$ cat src/rtl/flash_init_pkg.sv
package flash_init_pkg;

   typedef enum logic [3:0] {
      ST_IDLE,
      ST_QEXIT,
      ST_WAIT_QX,
      ST_RSTEN,
      ST_WAIT_RE,
      ST_RST,
      ST_WAIT_RS,
      ST_WREN,
      ST_WRSR,
      ST_RDSR,
      ST_QPI,
      ST_DONE,
      ST_FAIL
   } seq_state_t;

   typedef struct packed {
      logic       valid;
      logic [7:0] opcode;
      logic       four_line;
      logic       rd;
      logic       has_data;
      logic [7:0] wdata;
   } cmd_t;

   localparam logic [7:0] OPC_QUAD_EXIT  = 8'hF5;
   localparam logic [7:0] OPC_RST_ENABLE = 8'h66;
   localparam logic [7:0] OPC_RST        = 8'h99;
   localparam logic [7:0] OPC_WR_ENABLE  = 8'h06;
   localparam logic [7:0] OPC_STAT_WR    = 8'h01;
   localparam logic [7:0] OPC_STAT_RD    = 8'h05;
   localparam logic [7:0] OPC_QPI_ENTER  = 8'h35;

   function automatic logic is_wait(input seq_state_t s);
      return (s == ST_WAIT_QX) || (s == ST_WAIT_RE) || (s == ST_WAIT_RS);
   endfunction

   function automatic logic is_rest(input seq_state_t s);
      return (s == ST_IDLE) || (s == ST_DONE) || (s == ST_FAIL);
   endfunction

endpackage

$ cat src/rtl/flash_init_timer.sv
module flash_init_timer #(
   parameter int CNT_W = 8
) (
   input  logic             clk,
   input  logic             rst_n,
   input  logic             run,
   input  logic [CNT_W-1:0] limit,
   output logic             expired
);

   logic [CNT_W-1:0] cnt_q;

   always_ff @(posedge clk or negedge rst_n) begin
      if (!rst_n)     cnt_q <= '0;
      else if (!run)  cnt_q <= '0;
      else if (!expired) cnt_q <= cnt_q + 1'b1;
   end

   assign expired = run && (cnt_q == limit - 1'b1);

   // a wait never counts past its own length
   a_r3_wait_bound: assert property (@(posedge clk) disable iff (!rst_n)
      run |-> (cnt_q < limit));

endmodule

$ cat src/rtl/flash_init_retry.sv
module flash_init_retry #(
   parameter int MAX_TRIES = 8,
   localparam int RET_W = $clog2(MAX_TRIES + 1)
) (
   input  logic clk,
   input  logic rst_n,
   input  logic clr,
   input  logic inc,
   output logic at_limit
);

   logic [RET_W-1:0] fails_q;

   always_ff @(posedge clk or negedge rst_n) begin
      if (!rst_n)   fails_q <= '0;
      else if (clr) fails_q <= '0;
      else if (inc) fails_q <= fails_q + 1'b1;
   end

   assign at_limit = (fails_q == RET_W'(MAX_TRIES - 1));

   // the failure count stays below the retry limit
   a_r7_retry_bound: assert property (@(posedge clk) disable iff (!rst_n)
      fails_q < RET_W'(MAX_TRIES));

   a_r7_no_inc_at_limit: assert property (@(posedge clk) disable iff (!rst_n)
      inc |-> !at_limit);

endmodule

$ cat src/rtl/flash_init_cmdgen.sv
module flash_init_cmdgen
   import flash_init_pkg::*;
#(
   parameter int QE_BIT = 6
) (
   input  seq_state_t state,
   output cmd_t       cmd
);

   localparam logic [7:0] QE_MASK = 8'(1 << QE_BIT);

   always_comb begin
      cmd = '0;
      unique case (state)
         ST_QEXIT: begin
            cmd.valid     = 1'b1;
            cmd.opcode    = OPC_QUAD_EXIT;
            cmd.four_line = 1'b1;
         end
         ST_RSTEN: begin
            cmd.valid  = 1'b1;
            cmd.opcode = OPC_RST_ENABLE;
         end
         ST_RST: begin
            cmd.valid  = 1'b1;
            cmd.opcode = OPC_RST;
         end
         ST_WREN: begin
            cmd.valid  = 1'b1;
            cmd.opcode = OPC_WR_ENABLE;
         end
         ST_WRSR: begin
            cmd.valid    = 1'b1;
            cmd.opcode   = OPC_STAT_WR;
            cmd.has_data = 1'b1;
            cmd.wdata    = QE_MASK;
         end
         ST_RDSR: begin
            cmd.valid    = 1'b1;
            cmd.opcode   = OPC_STAT_RD;
            cmd.has_data = 1'b1;
            cmd.rd       = 1'b1;
         end
         ST_QPI: begin
            cmd.valid  = 1'b1;
            cmd.opcode = OPC_QPI_ENTER;
         end
         default: cmd = '0;
      endcase
   end

endmodule

$ cat src/rtl/flash_init_fsm.sv
module flash_init_fsm
   import flash_init_pkg::*;
#(
   parameter int QE_BIT = 6
) (
   input  logic       clk,
   input  logic       rst_n,
   input  logic       go,
   input  logic       quad_req,
   input  logic       vendor_sel,
   input  logic       cmd_done,
   input  logic [7:0] cmd_rdata,
   input  logic       wait_done,
   input  logic       retry_last,
   output seq_state_t state,
   output logic       retry_clr,
   output logic       retry_inc,
   output logic       ready,
   output logic       err
);

   seq_state_t state_q, state_d;
   logic       quad_q, vend_q;
   logic       accept;

   assign accept = go && is_rest(state_q);

   always_ff @(posedge clk or negedge rst_n) begin
      if (!rst_n) begin
         state_q <= ST_IDLE;
         quad_q  <= 1'b0;
         vend_q  <= 1'b0;
      end else begin
         state_q <= state_d;
         if (accept) begin
            quad_q <= quad_req;
            vend_q <= vendor_sel;
         end
      end
   end

   always_comb begin
      state_d   = state_q;
      retry_inc = 1'b0;
      unique case (state_q)
         ST_IDLE, ST_DONE, ST_FAIL:
            if (go) state_d = vendor_sel ? ST_QEXIT : ST_RSTEN;
         ST_QEXIT:   if (cmd_done)  state_d = ST_WAIT_QX;
         ST_WAIT_QX: if (wait_done) state_d = ST_RSTEN;
         ST_RSTEN:   if (cmd_done)  state_d = ST_WAIT_RE;
         ST_WAIT_RE: if (wait_done) state_d = ST_RST;
         ST_RST:     if (cmd_done)  state_d = ST_WAIT_RS;
         ST_WAIT_RS:
            if (wait_done) begin
               if (!quad_q)     state_d = ST_DONE;
               else if (vend_q) state_d = ST_QPI;
               else             state_d = ST_WREN;
            end
         ST_WREN:    if (cmd_done) state_d = ST_WRSR;
         ST_WRSR:    if (cmd_done) state_d = ST_RDSR;
         ST_RDSR:
            if (cmd_done) begin
               if (cmd_rdata[QE_BIT]) state_d = ST_DONE;
               else if (retry_last)   state_d = ST_FAIL;
               else begin
                  state_d   = ST_WRSR;
                  retry_inc = 1'b1;
               end
            end
         ST_QPI:     if (cmd_done) state_d = ST_DONE;
         default:    state_d = ST_IDLE;
      endcase
   end

   assign state     = state_q;
   assign retry_clr = accept;
   assign ready     = (state_q == ST_DONE);
   assign err       = (state_q == ST_FAIL);

   // captured selections hold for the whole run
   a_r4_sel_stable: assert property (@(posedge clk) disable iff (!rst_n)
      (!is_rest(state_q) && !$past(accept)) |-> ($stable(quad_q) && $stable(vend_q)));

   // ready after a quad-enable loop only follows a read with the bit set
   a_r6_ready_needs_bit: assert property (@(posedge clk) disable iff (!rst_n)
      ($rose(ready) && $past(state_q) == ST_RDSR) |-> $past(cmd_rdata[QE_BIT]));

   // failure only comes out of a status read
   a_r7_fail_from_read: assert property (@(posedge clk) disable iff (!rst_n)
      $rose(err) |-> ($past(state_q) == ST_RDSR));

endmodule

$ cat src/rtl/flash_init_seq.sv
module flash_init_seq
   import flash_init_pkg::*;
#(
   parameter int WAIT_SHORT = 100_000,
   parameter int WAIT_LONG  = 1_000_000,
   parameter int MAX_TRIES  = 8,
   parameter int QE_BIT     = 6,
   parameter bit AUTO_START = 1'b1
) (
   input  logic       clk,
   input  logic       rst_n,
   input  logic       start,
   input  logic       quad_req,
   input  logic       vendor_sel,
   output logic       cmd_valid,
   output logic [7:0] cmd_opcode,
   output logic       cmd_four_line,
   output logic       cmd_read,
   output logic       cmd_has_data,
   output logic [7:0] cmd_wdata,
   input  logic       cmd_done,
   input  logic [7:0] cmd_rdata,
   output logic       ready,
   output logic       err
);

   localparam int WAIT_MAX = (WAIT_LONG > WAIT_SHORT) ? WAIT_LONG : WAIT_SHORT;
   localparam int CNT_W    = $clog2(WAIT_MAX + 1);
   localparam logic [CNT_W-1:0] LIM_SHORT = CNT_W'(WAIT_SHORT);
   localparam logic [CNT_W-1:0] LIM_LONG  = CNT_W'(WAIT_LONG);

   if (WAIT_SHORT < 1 || WAIT_LONG < 1) begin : g_bad_wait
      $error("flash_init_seq: wait lengths must be at least one cycle");
   end
   if (MAX_TRIES < 1) begin : g_bad_tries
      $error("flash_init_seq: MAX_TRIES must be at least one");
   end
   if (QE_BIT < 0 || QE_BIT > 7) begin : g_bad_bit
      $error("flash_init_seq: QE_BIT must select a bit of a byte");
   end

   logic       go;
   seq_state_t state;
   cmd_t       cmd;
   logic       wait_done, retry_clr, retry_inc, retry_last;
   logic [CNT_W-1:0] wait_lim;

   if (AUTO_START) begin : g_boot
      logic boot_q;
      always_ff @(posedge clk or negedge rst_n) begin
         if (!rst_n) boot_q <= 1'b1;
         else        boot_q <= 1'b0;
      end
      assign go = start || boot_q;
   end else begin : g_manual
      assign go = start;
   end

   flash_init_fsm #(.QE_BIT(QE_BIT)) u_fsm (
      .clk        (clk),
      .rst_n      (rst_n),
      .go         (go),
      .quad_req   (quad_req),
      .vendor_sel (vendor_sel),
      .cmd_done   (cmd_done),
      .cmd_rdata  (cmd_rdata),
      .wait_done  (wait_done),
      .retry_last (retry_last),
      .state      (state),
      .retry_clr  (retry_clr),
      .retry_inc  (retry_inc),
      .ready      (ready),
      .err        (err)
   );

   assign wait_lim = (state == ST_WAIT_RS) ? LIM_LONG : LIM_SHORT;

   flash_init_timer #(.CNT_W(CNT_W)) u_timer (
      .clk     (clk),
      .rst_n   (rst_n),
      .run     (is_wait(state)),
      .limit   (wait_lim),
      .expired (wait_done)
   );

   flash_init_retry #(.MAX_TRIES(MAX_TRIES)) u_retry (
      .clk      (clk),
      .rst_n    (rst_n),
      .clr      (retry_clr),
      .inc      (retry_inc),
      .at_limit (retry_last)
   );

   flash_init_cmdgen #(.QE_BIT(QE_BIT)) u_cmdgen (
      .state (state),
      .cmd   (cmd)
   );

   assign cmd_valid     = cmd.valid;
   assign cmd_opcode    = cmd.opcode;
   assign cmd_four_line = cmd.four_line;
   assign cmd_read      = cmd.rd;
   assign cmd_has_data  = cmd.has_data;
   assign cmd_wdata     = cmd.wdata;

   // a presented command is held until the engine completes it
   a_r11_cmd_hold: assert property (@(posedge clk) disable iff (!rst_n)
      (cmd_valid && !cmd_done) |=> (cmd_valid && $stable(cmd_opcode) &&
         $stable(cmd_four_line) && $stable(cmd_read) && $stable(cmd_wdata)));

   // no command is offered while ready or err is shown
   a_r1_ready_quiet: assert property (@(posedge clk) disable iff (!rst_n)
      (ready || err) |-> !cmd_valid);

   // four-line instruction only for the quad-exit opcode
   a_r2_four_line_exit: assert property (@(posedge clk) disable iff (!rst_n)
      (cmd_valid && cmd_four_line) |-> (cmd_opcode == OPC_QUAD_EXIT));

   // ready drops on the cycle after an accepted start
   a_r10_restart: assert property (@(posedge clk) disable iff (!rst_n)
      (ready && start) |=> !ready);

endmodule

$ cat config.mk
export PLATFORM = sky130hd
export DESIGN_NAME = flash_init_seq
export DESIGN_NICKNAME = d
export VERILOG_FILES = /design/src/rtl/flash_init_pkg.sv /design/src/rtl/flash_init_timer.sv /design/src/rtl/flash_init_retry.sv /design/src/rtl/flash_init_cmdgen.sv /design/src/rtl/flash_init_fsm.sv /design/src/rtl/flash_init_seq.sv
export SDC_FILE = /design/constraint.sdc
export NUM_CORES = 1
export LEC_CHECK = 0
export ABC_AREA = 0
export BUFFER_PORTS_ARGS = -buffer_cell sky130_fd_sc_hd__buf_2
export CAP_MARGIN = 15
export CELL_PAD_IN_SITES_DETAIL_PLACEMENT = 1
export CELL_PAD_IN_SITES_GLOBAL_PLACEMENT = 2
export CORE_MARGIN = 3
export CORE_UTILIZATION = 36
export DETAILED_ROUTE_END_ITERATION = 8
export PLACE_DENSITY_LB_ADDON = 0.08
export SLEW_MARGIN = 20
export SYNTH_ARGS = -nofsm -noshare
export SYNTH_HDL_FRONTEND = slang
export SYNTH_SLANG_ARGS = --single-unit
$ cat constraint.sdc
create_clock -name clk -period 2.73 [get_ports clk]
set_input_delay 0.273 -clock clk [delete_from_list [all_inputs] [get_ports clk]]
set_output_delay 0.273 -clock clk [all_outputs]
set_load 0.02 [all_outputs]
==> results.json <==
{
  "status": "finished clean",
  "fillers": 641,
  "core_um2": 5240,
  "hpwl_um": 3590,
  "worst_slew_pin_slew_ns": 0.745,
  "final_common_cell": "nor2_1",
  "ir_drop_uv": 248,
  "synth.avg_cell_area_um2": 8.65,
  "drive_gt1_share_pct": 18.9,
  "firstDrtPassIters": 5,
  "ys_types": 50,
  "ctsResizeCount": 0,
  "antenna_cells": 0,
  "port_buffers": 21,
  "maxSlewViolCount": 0,
  "synthTopCellsByArea": "dfrtp_1 38%, nor2_1 7.5%, xor2_1 5.3%",
  "clkPwrFrac_pct": 20.4,
  "ant_nets": 0,
  "cts_num_sinks": 31,
  "cp-end-kind": "register",
  "route.detailed.drc": 0,
  "vias": 1705,
  "start_util_pct": 38.2,
  "synth.yosys.seq_area_share_pct": 38.9,
  "viasPerCell": 5.26,
  "ios": 36,
  "yosysTopAreaCell": "dfrtp_1",
  "first_global_vias": 1803,
  "comb_power_share_pct": 48.4,
  "mostFrequentLayoutCells": "40 x nor2_1, 30 x dfrtp_1, 21 x buf_2",
  "syn_inst": 231,
  "grt_pass1_wl_um": 8820,
  "hp-class": "input pin to async pin",
  "grtUsageTotal_pct": 17.4,
  "start_kind": "register",
  "totalWireLength_um": 4860,
  "post_cts_buffers": 0,
  "synth_edf_count": 0,
  "insertion_delay_ns": 0.28,
  "arrival_ns": 2.20,
  "crit_required_ns": 2.89,
  "powerDensity_nw_per_um2": 875,
  "grt_overflow": 0,
  "power.share.sequential_pct": 31.3,
  "setup_viol": 0,
  "tns_ns": 0,
  "core.rowCount": 26,
  "p_int_w": 0.00112,
  "cts_tree": "done",
  "max_slew_margin_pct": 50.3,
  "h-tree-depth": 2,
  "critPathMaxFanout": 13,
  "layoutNonFillerInstCount": 324,
  "ys_warn_count": 0,
  "synthArstFlopShare_pct": 100,
  "postLayoutCoreUtil_pct": 43.0,
  "critPathKind": "register to register",
  "antenna_found_initial": 0,
  "rsz0062_at_grt": "false",
  "dp.cells": 316,
  "place_congestion": 0.739,
  "synth_seq_cells": 31,
  "hold_viol_final": 0,
  "wl_per_cell_um": 15.0,
  "cts_buffer_depth": 2,
  "dr.first_iter.drc_count": 47,
  "switching_share_pct": 43.1,
  "p_leak_nw": 0.996,
  "synth_top_area_share_pct": 37.6,
  "fin_crit_sh_pct": 74.5,
  "hold_buffers": 0,
  "drv_cap": 0,
  "whs_ns": 0.0547,
  "final.min_clock_period_ns": 2.03,
  "cts_inserted_buffers": 5,
  "skew_ns": 0.00556,
  "max_freq_mhz": 492,
  "cts_root_buf": "clkbuf_8",
  "die_h_um": 80.5,
  "die_area_um2": 6480,
  "path_clk_slew_ns": 0.07,
  "ys.flop_type": "dfrtp_1",
  "syn_area_um2": 2000,
  "nets": 269,
  "grt_max_degree": 32,
  "area_delta_synth_final_pct": 12.8,
  "p_sw_w": 0.000850,
  "die_w_um": 80.5
}
==> synth_stat cells, drive strengths merged (2+ instances only) <==
cell / number
o21bai: 2
nand4bb: 3
o32a: 2
and2: 3
or2: 2
nor4: 2
xor2: 12
ha: 2
clkbuf: 4
mux2: 5
a21oi: 8
or3: 4
nand3: 8
nand4: 6
nand3b: 3
xnor2: 5
nor2: 40
dfrtp: 30
nand2: 15
and3: 2
o21ai: 8
o21a: 2
nor3: 8
o211ai: 3
buf: 16
and4: 2
inv: 8
o22ai: 5
mux2i: 2
nand2b: 6
==> cell families after synthesis <==
group | Yosys count | share of synthesized area [%]
multiplexers | 7 | 3.82
adder cells (fa/ha/maj) | 2 | 1.25
buffers and inverters | 28 | 7.51
AO/OA/AOI/OAI | 36 | 12.1
AND/OR/NAND/NOR | 109 | 28.8
XOR/XNOR | 17 | 7.45
flip-flops | 31 | 38.9
other | 1 | 0.188
==> metrics by stage <==
step	area (um2)	total power, W	setup slack, ns
after floorplan	2020	0.00131	0.779
after global placement	2150	0.00159	0.721
after detailed placement	2150	0.00160	0.682
after CTS	2250	0.00201	0.670
after global routing	2250	0.00214	0.517
final	2250	0.00197	0.697
==> flip-flops by register name (all words and copies together) (netlist names) <==
name	cells
u_timer.cnt_q	20
u_fsm.state	4
u_retry.fails_q	4
g_boot.boot_q	1
u_fsm.quad_q	1
u_fsm.vend_q	1
==> cell type report <==
| class | count | area, um2 | share of cell area [%] |
|---|---|---|---|
| clock buffers | 7 | 96.3 | 4.28 |
| clock inverters | 1 | 7.51 | 0.333 |
| inverters | 8 | 30.0 | 1.33 |
| multi-input cells | 179 | 1100 | 48.7 |
| flip-flops and latches | 31 | 777 | 34.5 |
| well taps | 70 | 87.6 | 3.89 |
| repair buffers | 28 | 158 | 7.00 |
==> worst max-delay path, stage by stage, from the launching register on <==
cell	delay (ns)
dfrtp_1	0.58
nand2b_1	0.34
o32a_1	0.25
o211ai_2	0.12
nor3_4	0.26
mux2_2	0.36
==> final timing paths <==
| path | slack, ns | endpoint | start | depth (start not counted) |
|---|---|---|---|---|
| worst max-delay path | 0.70 | u_fsm.state[3]$_DFFE_PN0P_ | u_fsm.state[2]$_DFFE_PN0P_ | 5 |
| worst min-delay path | 0.05 | u_fsm.vend_q$_DFFE_PN0P_ | rst_n | 1 |
| worst max register to register | 0.70 | u_fsm.state[3]$_DFFE_PN0P_ | u_fsm.state[2]$_DFFE_PN0P_ | 5 |
| worst min register to register | 0.55 | u_fsm.vend_q$_DFFE_PN0P_ | u_fsm.vend_q$_DFFE_PN0P_ | 1 |
| max in group asynchronous | 2.20 | u_timer.cnt_q[5]$_DFFE_PN0P_ | rst_n | 1 |
| min in group clk | 0.22 | u_fsm.quad_q$_DFFE_PN0P_ | quad_req | 2 |
==> per-layer routing <==
metal | part of all wire [%] | GRT usage, %
met5 | 0 | 0
met4 | 0.84 | 3.55
met3 | 4.6 | 3.48
met2 | 52 | 32.3
met1 | 42 | 20.5
==> power by group through the flow <==
stage               clock network (W)  logic, W  registers (W)
floorplan                           0  0.000749       0.000565
global placement                    0  0.000963       0.000626
detailed placement                  0  0.000970       0.000627
CTS                          0.000423  0.000973       0.000618
global route                 0.000445   0.00106       0.000629
finish                       0.000401  0.000954       0.000616
Power figures use the tool's default switching activity.
